===== src/rtl/ddr2_init_pkg.sv =====
package ddr2_init_pkg;

  typedef enum logic [1:0] {
    CMD_PREA = 2'd0,
    CMD_REF  = 2'd1,
    CMD_MRS  = 2'd2,
    CMD_NOP  = 2'd3
  } cmd_kind_e;

  localparam int STEP_W    = 4;
  localparam int LAST_STEP = 15;

  localparam int DLL_BIT   = 8;
  localparam int OCD_LSB   = 7;
  localparam int MSEL_BIT  = 14;
  localparam logic [2:0] OCD_ENTER = 3'd7;
  localparam logic [2:0] OCD_EXIT  = 3'd0;
  localparam logic [2:0] OCD_ALL   = 3'd7;

  localparam logic [1:0] SEL_MR   = 2'd0;
  localparam logic [1:0] SEL_EMR  = 2'd1;
  localparam logic [1:0] SEL_EMR2 = 2'd2;
  localparam logic [1:0] SEL_EMR3 = 2'd3;

endpackage


===== src/rtl/ddr2_init_step_dec.sv =====
module ddr2_init_step_dec
  import ddr2_init_pkg::*;
#(
  parameter int ADDR_W = 16
) (
  input  logic [STEP_W-1:0] step,
  input  logic [ADDR_W-1:0] mr_val,
  input  logic [ADDR_W-1:0] emr_val,
  output logic              is_wait,
  output cmd_kind_e         kind,
  output logic [1:0]        bank,
  output logic [ADDR_W-1:0] addr
);

  localparam logic [ADDR_W-1:0] DLL_MASK  = ADDR_W'(1) << DLL_BIT;
  localparam logic [ADDR_W-1:0] OCD_MASK  = ADDR_W'(OCD_ALL) << OCD_LSB;
  localparam logic [ADDR_W-1:0] MSEL_MASK = ADDR_W'(1) << MSEL_BIT;
  localparam logic [ADDR_W-1:0] OCD_IN    = ADDR_W'(OCD_ENTER) << OCD_LSB;
  localparam logic [ADDR_W-1:0] OCD_OUT   = ADDR_W'(OCD_EXIT) << OCD_LSB;

  logic [ADDR_W-1:0] emr_clr;
  assign emr_clr = emr_val & ~OCD_MASK;

  always_comb begin
    is_wait = 1'b0;
    kind    = CMD_PREA;
    bank    = 2'd0;
    addr    = '0;
    case (step)
      4'd0:  kind = CMD_NOP;
      4'd1:  kind = CMD_PREA;
      4'd3:  begin kind = CMD_MRS; bank = SEL_EMR2; end
      4'd4:  begin kind = CMD_MRS; bank = SEL_EMR3; end
      4'd5:  begin kind = CMD_MRS; bank = SEL_EMR; addr = emr_clr; end
      4'd6:  begin kind = CMD_MRS; bank = SEL_MR;  addr = mr_val | DLL_MASK; end
      4'd7:  kind = CMD_PREA;
      4'd8:  kind = CMD_REF;
      4'd9:  kind = CMD_REF;
      4'd10: begin kind = CMD_MRS; bank = SEL_MR;  addr = mr_val & ~DLL_MASK; end
      4'd12: begin kind = CMD_MRS; bank = SEL_EMR; addr = emr_clr | OCD_IN | MSEL_MASK; end
      4'd14: begin kind = CMD_MRS; bank = SEL_EMR; addr = emr_clr | OCD_OUT | MSEL_MASK; end
      default: is_wait = 1'b1;
    endcase
  end

endmodule


===== src/rtl/ddr2_init_wait.sv =====
module ddr2_init_wait #(
  parameter int WAIT_W = 8
) (
  input  logic              clk,
  input  logic              rst,
  input  logic              load,
  input  logic [WAIT_W-1:0] len,
  output logic              expire
);

  logic [WAIT_W-1:0] cnt_q;
  logic [WAIT_W-1:0] len_eff;

  assign len_eff = (len == '0) ? WAIT_W'(1) : len;
  assign expire  = (cnt_q == WAIT_W'(1));

  always_ff @(posedge clk) begin
    if (rst)                cnt_q <= '0;
    else if (load)          cnt_q <= len_eff;
    else if (cnt_q != '0)   cnt_q <= cnt_q - 1'b1;
  end

  // a pause is only started when the previous one has fully run out
  a_r6_load_idle: assert property (@(posedge clk) disable iff (rst)
    load |-> cnt_q == '0);
  // every started pause lasts at least one cycle
  a_r6_len_min: assert property (@(posedge clk) disable iff (rst)
    load |=> cnt_q != '0);

endmodule


===== src/rtl/ddr2_init_seq.sv =====
module ddr2_init_seq
  import ddr2_init_pkg::*;
#(
  parameter int CHIP_W = 2,
  parameter int ADDR_W = 16,
  parameter int WAIT_W = 8
) (
  input  logic              clk,
  input  logic              rst,
  input  logic              start,
  input  logic [CHIP_W:0]   chip_count,
  input  logic [ADDR_W-1:0] mr_base,
  input  logic [ADDR_W-1:0] emr_base,
  input  logic [WAIT_W-1:0] wait_len,
  output logic              cmd_valid,
  input  logic              cmd_ready,
  output logic [CHIP_W-1:0] cmd_chip,
  output logic [1:0]        cmd_kind,
  output logic [1:0]        cmd_bank,
  output logic [ADDR_W-1:0] cmd_addr,
  output logic              busy,
  output logic              done
);

  localparam int CNT_W     = CHIP_W + 1;
  localparam int MAX_CHIPS = 1 << CHIP_W;

  // latched configuration
  logic [CNT_W-1:0]  cnt_q;
  logic [ADDR_W-1:0] mr_q, emr_q;
  logic [WAIT_W-1:0] wait_q;

  // walk state
  logic              busy_q, done_q;
  logic [STEP_W-1:0] step_q;
  logic [CNT_W-1:0]  chip_q;

  // registered command word
  logic              valid_q;
  cmd_kind_e         kind_q;
  logic [1:0]        bank_q;
  logic [ADDR_W-1:0] addr_q;

  logic [CNT_W-1:0]  cnt_clamp;
  logic              go, go_run, go_zero;
  logic              accept, expire, adv, last_step, finish;
  logic [STEP_W-1:0] nxt_step, dec_step;
  logic [CNT_W-1:0]  chip_inc, nxt_chip;
  logic              dec_wait;
  cmd_kind_e         dec_kind;
  logic [1:0]        dec_bank;
  logic [ADDR_W-1:0] dec_addr;
  logic              tmr_load;

  assign cnt_clamp = (chip_count > CNT_W'(MAX_CHIPS)) ? CNT_W'(MAX_CHIPS) : chip_count;
  assign go        = start && !busy_q;
  assign go_run    = go && (cnt_clamp != '0);
  assign go_zero   = go && (cnt_clamp == '0);

  assign accept    = valid_q && cmd_ready;
  assign adv       = busy_q && (accept || expire);
  assign last_step = (step_q == STEP_W'(LAST_STEP));
  assign nxt_step  = step_q + 1'b1;
  assign chip_inc  = chip_q + 1'b1;
  assign nxt_chip  = last_step ? chip_inc : chip_q;
  assign finish    = adv && last_step && (chip_inc == cnt_q);
  assign dec_step  = go_run ? '0 : nxt_step;
  assign tmr_load  = adv && !finish && dec_wait;

  ddr2_init_step_dec #(.ADDR_W(ADDR_W)) dec_i (
    .step    (dec_step),
    .mr_val  (mr_q),
    .emr_val (emr_q),
    .is_wait (dec_wait),
    .kind    (dec_kind),
    .bank    (dec_bank),
    .addr    (dec_addr)
  );

  ddr2_init_wait #(.WAIT_W(WAIT_W)) wait_i (
    .clk    (clk),
    .rst    (rst),
    .load   (tmr_load),
    .len    (wait_q),
    .expire (expire)
  );

  // configuration capture: only when a start is taken
  always_ff @(posedge clk) begin
    if (rst) begin
      cnt_q  <= '0;
      mr_q   <= '0;
      emr_q  <= '0;
      wait_q <= '0;
    end else if (go) begin
      cnt_q  <= cnt_clamp;
      mr_q   <= mr_base;
      emr_q  <= emr_base;
      wait_q <= wait_len;
    end
  end

  // walk control and command register
  always_ff @(posedge clk) begin
    if (rst) begin
      busy_q  <= 1'b0;
      done_q  <= 1'b0;
      step_q  <= '0;
      chip_q  <= '0;
      valid_q <= 1'b0;
      kind_q  <= CMD_PREA;
      bank_q  <= '0;
      addr_q  <= '0;
    end else begin
      done_q <= 1'b0;
      if (go_zero) begin
        done_q <= 1'b1;
      end else if (go_run) begin
        busy_q  <= 1'b1;
        step_q  <= '0;
        chip_q  <= '0;
        valid_q <= 1'b1;
        kind_q  <= dec_kind;
        bank_q  <= dec_bank;
        addr_q  <= dec_addr;
      end else if (finish) begin
        busy_q  <= 1'b0;
        done_q  <= 1'b1;
        valid_q <= 1'b0;
      end else if (adv) begin
        step_q  <= nxt_step;
        chip_q  <= nxt_chip;
        valid_q <= !dec_wait;
        if (!dec_wait) begin
          kind_q <= dec_kind;
          bank_q <= dec_bank;
          addr_q <= dec_addr;
        end
      end
    end
  end

  assign cmd_valid = valid_q;
  assign cmd_chip  = chip_q[CHIP_W-1:0];
  assign cmd_kind  = kind_q;
  assign cmd_bank  = bank_q;
  assign cmd_addr  = addr_q;
  assign busy      = busy_q;
  assign done      = done_q;

  // nothing is presented while idle
  a_r1_idle_quiet: assert property (@(posedge clk) disable iff (rst)
    !busy_q |-> !valid_q);
  // commands only address chips below the latched count
  a_r2_chip_range: assert property (@(posedge clk) disable iff (rst)
    valid_q |-> chip_q < cnt_q);
  // a stalled word holds
  a_r7_hold: assert property (@(posedge clk) disable iff (rst)
    (valid_q && !cmd_ready) |=> (valid_q && $stable(kind_q) && $stable(bank_q)
                                 && $stable(addr_q) && $stable(chip_q)));
  // done is a single-cycle pulse, raised only while idle
  a_r8_done_pulse: assert property (@(posedge clk) disable iff (rst)
    done_q |=> !done_q);
  a_r8_done_idle: assert property (@(posedge clk) disable iff (rst)
    done_q |-> (!busy_q && !valid_q));
  // a zero count finishes at once with no command
  a_r9_zero_count: assert property (@(posedge clk) disable iff (rst)
    (start && !busy_q && chip_count == '0) |=> (done_q && !valid_q));
  // a start while busy does not restart the walk
  a_r10_no_restart: assert property (@(posedge clk) disable iff (rst)
    (start && busy_q && !finish && !adv) |=> ($stable(step_q) && $stable(chip_q)));

endmodule


===== config.mk =====
export PLATFORM = sky130hd
export DESIGN_NAME = ddr2_init_seq
export DESIGN_NICKNAME = d
export VERILOG_FILES = /design/src/rtl/ddr2_init_pkg.sv /design/src/rtl/ddr2_init_step_dec.sv /design/src/rtl/ddr2_init_wait.sv /design/src/rtl/ddr2_init_seq.sv
export SDC_FILE = /design/constraint.sdc
export NUM_CORES = 1
export LEC_CHECK = 0
export BUFFER_PORTS_ARGS = -buffer_cell sky130_fd_sc_hd__buf_2
export CAP_MARGIN = 20
export CORE_MARGIN = 4
export CORE_UTILIZATION = 50
export CTS_CLUSTER_DIAMETER = 200
export CTS_CLUSTER_SIZE = 20
export DETAILED_ROUTE_END_ITERATION = 6
export PLACE_DENSITY_LB_ADDON = 0.1
export SLEW_MARGIN = 40
export SYNTH_ARGS = -nofsm -noshare
export SYNTH_HDL_FRONTEND = slang
export SYNTH_SLANG_ARGS = --single-unit

===== constraint.sdc =====
create_clock -name clk -period 1.9 [get_ports clk]
set_input_delay 0.095 -clock clk [delete_from_list [all_inputs] [get_ports clk]]
set_output_delay 0.095 -clock clk [all_outputs]
set_load 0.05 [all_outputs]

==> metrics.md, run 1 <==
| Metric | Value |
|---|---|
| Die span in y | `roughly 95 um` |
| Arrival @ worst endpoint | `around 2.1 ns` |
| Setup repair after global routing missed its margin | `yes` |
| CP endpoint kind | `register` |
| Synthesis-to-layout area growth | `38.5%` |
| Placed cell area | `roughly 0.0044 sq mm` |
| Diode insertion count for antenna repair | `0` |
| Weighted congestion at the end of routability-driven global placement | `0.879` |
| Critical path type | `reg2reg` |
| Post-detailed-route via-to-cell ratio | `roughly 5.4` |
| Max-slew violations | `0` |
| Clock-pin slew on the worst setup and hold paths | `roughly 0.09 ns` |
| Mapped Nets | `just under 500` |
| Initial standard-cell utilization of the core | `51.5%` |
| Global routing usage summed across all routing layers | `between 20% and 30%` |
| Htree depth | `3` |
| Library cell with the highest instance count after synthesis | `sky130_fd_sc_hd__nand2_1` |
| Num ports | `72` |
| DP Cell Count | `between 600 and 700` |
| Clock sinks | `77` |
| DRC viols | `0` |
| Average footprint of a synthesized cell | `approximately 8.6 sq um` |
| Number of standard cells in the layout, taps in and fillers out | `668` |
| Max_cap viols | `0` |
| Initial antenna violation count | `0` |
| Worst-Margin Slew | `~0.56 ns` |
| Class of the tightest hold or removal check | `in2reg` |
| Antenna violation net count after detailed routing | `0` |
| Final critical-path setup slack | `0.0144 ns` |
| Fin. Hold Viols | `0` |
| Startpoint Class | `register` |
| Data required time at the worst endpoint | `about 2.1 ns` |
| Clock Skews | `roughly 0.013 ns` |
| Final routed wire length divided by cell count | `between 15 and 20 um` |
| Internal reg-to-reg setup slack | `about 0.014 ns` |
| Max-slew headroom | `between 60% and 70%` |
| Nets | `roughly 620` |
| Final design utilization | `between 70% and 80%` |
| Share of the synthesized area in the top cell type | `between 40 and 50%` |
| Register area share after synthesis | `around 40%` |
| Detailed-route via count | `3584` |
| Leading cell types by count after synthesis | `sky130_fd_sc_hd__nand2_1 (88), sky130_fd_sc_hd__dfxtp_1 (77), sky130_fd_sc_hd__a21oi_1 (69), sky130_fd_sc_hd__clkbuf_1 (20), sky130_fd_sc_hd__nor3_1 (15)` |
| Clock tree root buffer cell | `sky130_fd_sc_hd__clkbuf_8` |
| Top post-synthesis cells by area | `sky130_fd_sc_hd__dfxtp_1 (41%), sky130_fd_sc_hd__a21oi_1 (9.2%), sky130_fd_sc_hd__nand2_1 (8.8%)` |
| Post-Place Setup Slack | `-0.110 ns` |
| YS warnings | `0` |
| FF+latch count, synth | `77` |
| Post-synthesis async set-or-reset flop share | `0%` |
| Most used flip-flop cell after synthesis | `sky130_fd_sc_hd__dfxtp_1` |
| Result of the run | `finished, final reports clean` |
| # port buffers | `67` |
| DRT iter0 DRCs | `around 220` |
| Post-layout min period | `~1.9 ns` |
| Overall die width | `94.7 um` |
| Post-synth top area cell | `sky130_fd_sc_hd__dfxtp_1` |
| Post-layout instance area | `around 0.0052 sq mm` |
| GR Overflow Total | `0` |
| Total Die Area | `between 0.008 and 0.009 sq mm` |
| Power density of the placed cells | `~880 mW/mm^2` |
| Core Area | `roughly 0.0073 sq mm` |
| Proportion of layout cells with a drive suffix above 1 | `around a third` |
| WL final | `10100 um` |
| Cell Rows | `31` |
| Gate count of the mapped netlist | `about 440` |
| Crit-path max FO | `7` |
| Library cells used by synthesis | `just over 60` |
| Number of iterations in the first detailed-routing pass | `4` |
| Wire length of the first global-routing pass | `16200 um` |
| Post-route fraction of the period consumed by the critical path | `between 90% and 100%` |
| WHS Path Cells | `3` |
| Clock buffer depth | `2` |
| Leak | `between 2 and 2.5 nW` |
| Pin count of the biggest net entering global routing | `between 50 and 60` |
| Worst Reg-to-Reg Cells | `7` |
| Number of buffers added by the clock tree synthesis step | `9` |
| Clock latency on the worst-skew pair | `around 0.35 ns` |
| Number of global-route vias before repair | `3380` |
| Syn Std Cell Area | `approximately 0.0038 sq mm` |
| Total Neg Setup Slack | `0 ns` |
| Post-synth EDFFs | `0` |
| Maximum clock rate | `~0.53 GHz` |
| Final setup violation count | `0` |
| Clock tree from TritonCTS | `done` |
| HPWL after detailed placement | `between 6000 and 7000 um` |
| IR Drop Worst-Case VDD | `a little under 0.8 mV` |
## cell usage in the layout (no fill, tap or decap), types with 3 or more instances in the layout
cell / instances
sky130_fd_sc_hd__a211oi_2: 13
sky130_fd_sc_hd__a21oi_1: 67
sky130_fd_sc_hd__a22oi_1: 12
sky130_fd_sc_hd__buf_12: 3
sky130_fd_sc_hd__buf_2: 67
sky130_fd_sc_hd__buf_4: 43
sky130_fd_sc_hd__buf_6: 4
sky130_fd_sc_hd__clkbuf_8: 12
sky130_fd_sc_hd__dfxtp_1: 67
sky130_fd_sc_hd__dfxtp_2: 9
sky130_fd_sc_hd__dlygate4sd3_1: 36
sky130_fd_sc_hd__inv_1: 5
sky130_fd_sc_hd__mux2i_1: 6
sky130_fd_sc_hd__nand2_1: 88
sky130_fd_sc_hd__nand3_1: 7
sky130_fd_sc_hd__nand3b_1: 3
sky130_fd_sc_hd__nor2_1: 14
sky130_fd_sc_hd__nor3_1: 14
sky130_fd_sc_hd__o21ai_0: 3
sky130_fd_sc_hd__o21ai_1: 6
sky130_fd_sc_hd__xnor2_1: 11
## worst max-delay path, cell delays in order (launching register included)
cell	delay, ns
sky130_fd_sc_hd__dfxtp_2	0.36
sky130_fd_sc_hd__ha_4	0.22
sky130_fd_sc_hd__mux2_4	0.34
sky130_fd_sc_hd__a311o_1	0.29
sky130_fd_sc_hd__buf_4	0.15
sky130_fd_sc_hd__nor2_4	0.18
sky130_fd_sc_hd__clkbuf_16	0.18
sky130_fd_sc_hd__a211oi_2	0.06
## final cells by class
cell class | instances | area, sq um
timing repair buffer | 154 | 1150
sequential | 77 | 1560
tap | 99 | 124
fill | 595 | 2090
clock buffer | 12 | 165
clock inverter | 4 | 28.8
multi-input combinational | 317 | 2160
inverter | 5 | 18.8
## through the flow
stage | hold WS, ns | power, mW
global route | 0.0334 | 4.84
floorplan | 0.231 | 2.86
detailed placement | 0.341 | 3.24
finish | 0.0320 | 4.58
global placement | 0.337 | 3.23
CTS | 0.0189 | 4.51
## report_power, final
part           switching, mW  total, mW  leakage, nW  internal, mW
clock                  0.629       1.21       0.0950         0.585
sequential             0.111       1.88        0.634          1.76
combinational          0.807       1.49         1.30         0.687
total                   1.55       4.58         2.03          3.04
## layer usage
metal	share of wire, %	wire length, um	global-route usage (%)	vias to the layer above
met5	0	0	0	-
met4	0.98	99	7.21	0
met3	4.8	484	3.90	12
met2	50	5040	37.3	84
met1	44	4450	31.3	1687
li1	-	-	-	1801
## what timing repair did
item | CTS | global route
resized for setup | 9 | 26
hold buffers | 36 | 0
endpoints found under the setup margin | 32 | 36
buffers inserted | 2 | 2
gates cloned | 0 | 1
hold endpoints to repair | 36 | 0
pin swaps | 4 | 5
## final timing paths
check / startpoint / to
worst max-delay path: step_q[0] / cmd_addr[5]
worst max register to register: step_q[0] / cmd_addr[5]
worst min-delay path: chip_count[0] / cnt_q[0]
worst min register to register: mr_q[4] / mr_q[4]
## cell families (layout without fill, tap and decap cells)
kind of cell	Yosys count	in the layout	synth area share [%]
AND/OR/NAND/NOR	157	157	20.9
AO/OA/AOI/OAI	129	129	23.1
flip-flops	77	77	41.0
buffers and inverters	43	175	6.10
XOR/XNOR	19	19	5.26
multiplexers	8	8	2.30
adder cells (fa/ha/maj)	4	4	1.33
## registers in the layout (all words and copies together), names as in the netlist
name	flops
cmd_valid	1
wait_i.cnt_q	8
mr_q	15
step_q	4
cmd_kind	2
cnt_q	3
chip_q	3
wait_q	8
busy	1
emr_q	13
cmd_bank	2
done	1
cmd_addr	16
No activity file was read; power rests on OpenSTA's default activity.
==> run 2, diff against run 1 <==
Settings changed: GPL_TIMING_DRIVEN set to 0.
==> run 2 against run 1 <==
The run now ends with setup timing left. Sequential power up 3%. Die area unchanged. Clock skew decreased by 0.0077 ns. Critical path depth down 1. Flip-flop and latch count unchanged. Critical path type unchanged. Critical endpoint is now cmd_bank[1]. Largest cell class unchanged. Largest power group unchanged. Highest routed layer unchanged.
==> metrics.md, run 2 (same netlist as run 1, synthesis figures left out) <==
| Metric | Value |
|---|---|
| Max-slew headroom | `about 56%` |
| Fin. Hold Viols | `0` |
| Htree depth | `3` |
| Reg2reg start | `step_q[0]` |
| Antenna violation net count after detailed routing | `0` |
| Die span in y | `around 95 um` |
| Final critical-path setup slack | `-0.120 ns` |
| Num ports | `around 70` |
| Failing checks | `setup timing` |
| Clock buffer depth | `2` |
| Clock tree root buffer cell | `sky130_fd_sc_hd__clkbuf_8` |
| Weighted congestion at the end of routability-driven global placement | `0.860` |
| Final setup violation count | `24` |
| Arrival @ worst endpoint | `roughly 2.3 ns` |
| Class of the tightest hold or removal check | `in2reg` |
| IR Drop Worst-Case VDD | `0.470 mV` |
| Startpoint Class | `register` |
| Initial antenna violation count | `0` |
| # port buffers | `66` |
| CP endpoint kind | `register` |
| Max_cap viols | `0` |
| Leak | `2.07 nW` |
| Synthesis-to-layout area growth | `44.0%` |
| Number of flip-flops under the largest register name | `16` |
| Power density of the placed cells | `a little under 900 mW/mm^2` |
| Endpoint, Worst Hold | `cnt_q[0]` |
| Most common cell after layout, fill and taps aside | `sky130_fd_sc_hd__nand2_1` |
| Total Power Consumption | `between 4 and 5 mW` |
| Clock latency on the worst-skew pair | `0.36 ns` |
| Setup repair after global routing missed its margin | `yes` |
| Overall die width | `roughly 95 um` |
| WL final | `between 10000 and 15000 um` |
| Critical path type | `reg2reg` |
| Wire length of the first global-routing pass | `~18000 um` |
| Global routing usage summed across all routing layers | `between 20% and 30%` |
| Data required time at the worst endpoint | `around 2.2 ns` |
| Clock tree from TritonCTS | `done` |
| DRT iter0 DRCs | `~330` |
| Result of the run | `finished, violations left` |
| Worst Reg-to-Reg Cells | `6` |
| Detailed-route via count | `roughly 3800` |
| Clock-pin slew on the worst setup and hold paths | `0.08 ns` |
| Min-Delay Startpoint | `chip_count[0]` |
| Post-detailed-route via-to-cell ratio | `between 5 and 6` |
| Post-route fraction of the period consumed by the critical path | `106%` |
| Number of iterations in the first detailed-routing pass | `5` |
| WHS Path Cells | `3` |
| Number of global-route vias before repair | `approximately 3700` |
| GR Overflow Total | `0` |
| DRC viols | `0` |
| Final routed wire length divided by cell count | `roughly 17 um` |
| Max-slew violations | `0` |
| Core Area | `0.00729 sq mm` |
| Nets | `between 600 and 700` |
| Internal reg-to-reg setup slack | `-0.12 ns` |
| Pin count of the biggest net entering global routing | `14` |
| Worst reg2reg path endpoint | `cmd_bank[1]` |
| Crit-path max FO | `7` |
| Cell Rows | `31` |
| Number of buffers added by the clock tree synthesis step | `9` |
| Clock Skews | `0.00574 ns` |
| Initial standard-cell utilization of the core | `between 50 and 60%` |
| Commonest non-fill, non-tap cells in the layout | `sky130_fd_sc_hd__nand2_1 (88), sky130_fd_sc_hd__buf_2 (69), sky130_fd_sc_hd__dfxtp_1 (67)` |
| Worst-Margin Slew | `0.667 ns` |
| Post-layout min period | `slightly above 2 ns` |
| Maximum clock rate | `slightly below 0.5 GHz` |
| Final design utilization | `approximately 74%` |
| Proportion of layout cells with a drive suffix above 1 | `between 30% and 40%` |
| Total Die Area | `between 0.008 and 0.009 sq mm` |
| Diode insertion count for antenna repair | `0` |
| Clock sinks | `77` |
| HPWL after detailed placement | `~7200 um` |
run 2: cell count changes in the layout (fill, tap and decap cells not counted), moves of 3 or more:
cell	change
sky130_fd_sc_hd__buf_4	-21
sky130_fd_sc_hd__clkbuf_1	+15
sky130_fd_sc_hd__a22oi_1	-11
sky130_fd_sc_hd__a22oi_2	+11
sky130_fd_sc_hd__buf_6	+11
sky130_fd_sc_hd__a21oi_1	-4
sky130_fd_sc_hd__clkbuf_2	+4
sky130_fd_sc_hd__buf_12	-3
sky130_fd_sc_hd__dfxtp_2	-3
sky130_fd_sc_hd__dfxtp_4	+3
run 2: power breakdown:
part           internal, mW  leakage (nW)  switching (mW)
combinational         0.716          1.34           0.838
clock                 0.637        0.0906           0.635
sequential             1.77         0.635           0.169
total                  3.12          2.07            1.64
run 2: through the flow:
stage	area (sq um)	hold slack, ns	std cells	setup WS (ns)	TNS [ns]
finish	5410	0.0158	679	-0.120	-1.48
global placement	4250	0.337	602	-0.274	-5.00
floorplan	3800	0.231	437	-0.0130	-0.0130
CTS	5230	0.00850	675	-0.105	-1.80
detailed placement	4250	0.344	602	-0.310	-5.60
global route	5410	0.0260	679	-0.187	-3.81
run 2: area by class of cell:
type	count	area, sq um
Tap cell	99	124
Buffer	36	244
Timing Repair Buffer	130	956
Inverter	5	18.8
Multi-Input combinational cell	317	2300
Fill cell	544	1880
Sequential cell	77	1560
Clock inverter	5	61.3
Clock buffer	10	138
run 2: metal layers:
| metal | up-vias | GRT usage (%) | wire length (um) |
|---|---|---|---|
| met1 | 1795 | 33.2 | 4940 |
| met3 | 30 | 5.10 | 636 |
| met2 | 133 | 44.6 | 5770 |
| met5 | - | 0 | 0 |
| met4 | 0 | 11.8 | 297 |
| li1 | 1828 | - | - |
run 2: worst max-delay path, cell delays in order, from the launching register on:
cell                       delay, ns
sky130_fd_sc_hd__dfxtp_4        0.37
sky130_fd_sc_hd__ha_4           0.23
sky130_fd_sc_hd__mux2_4         0.35
sky130_fd_sc_hd__a311oi_4       0.40
sky130_fd_sc_hd__buf_4          0.20
sky130_fd_sc_hd__a21oi_4        0.06
sky130_fd_sc_hd__mux2_4         0.31
run 2: worst max-delay path by stage:
stage / endpoint / cells after the start / startpoint / slack [ns]
after CTS: cmd_addr[15] / 8 / step_q[1] / -0.11
final: cmd_bank[1] / 6 / step_q[0] / -0.12
after detailed placement: cmd_addr[10] / 8 / step_q[1] / -0.31
after global routing: cmd_addr[9] / 7 / step_q[0] / -0.19
after global placement: cmd_addr[10] / 8 / step_q[1] / -0.27
after floorplan: cmd_bank[1] / 6 / chip_q[0] / -0.01
run 2: repair_timing:
item / CTS / global route
resized for setup: 52 / 40
cloned: 4 / 0
hold endpoints to repair: 36 / 0
buffers inserted: 18 / 6
pin swaps: 31 / 18
hold buffers: 36 / 0
setup endpoints to repair: 32 / 48
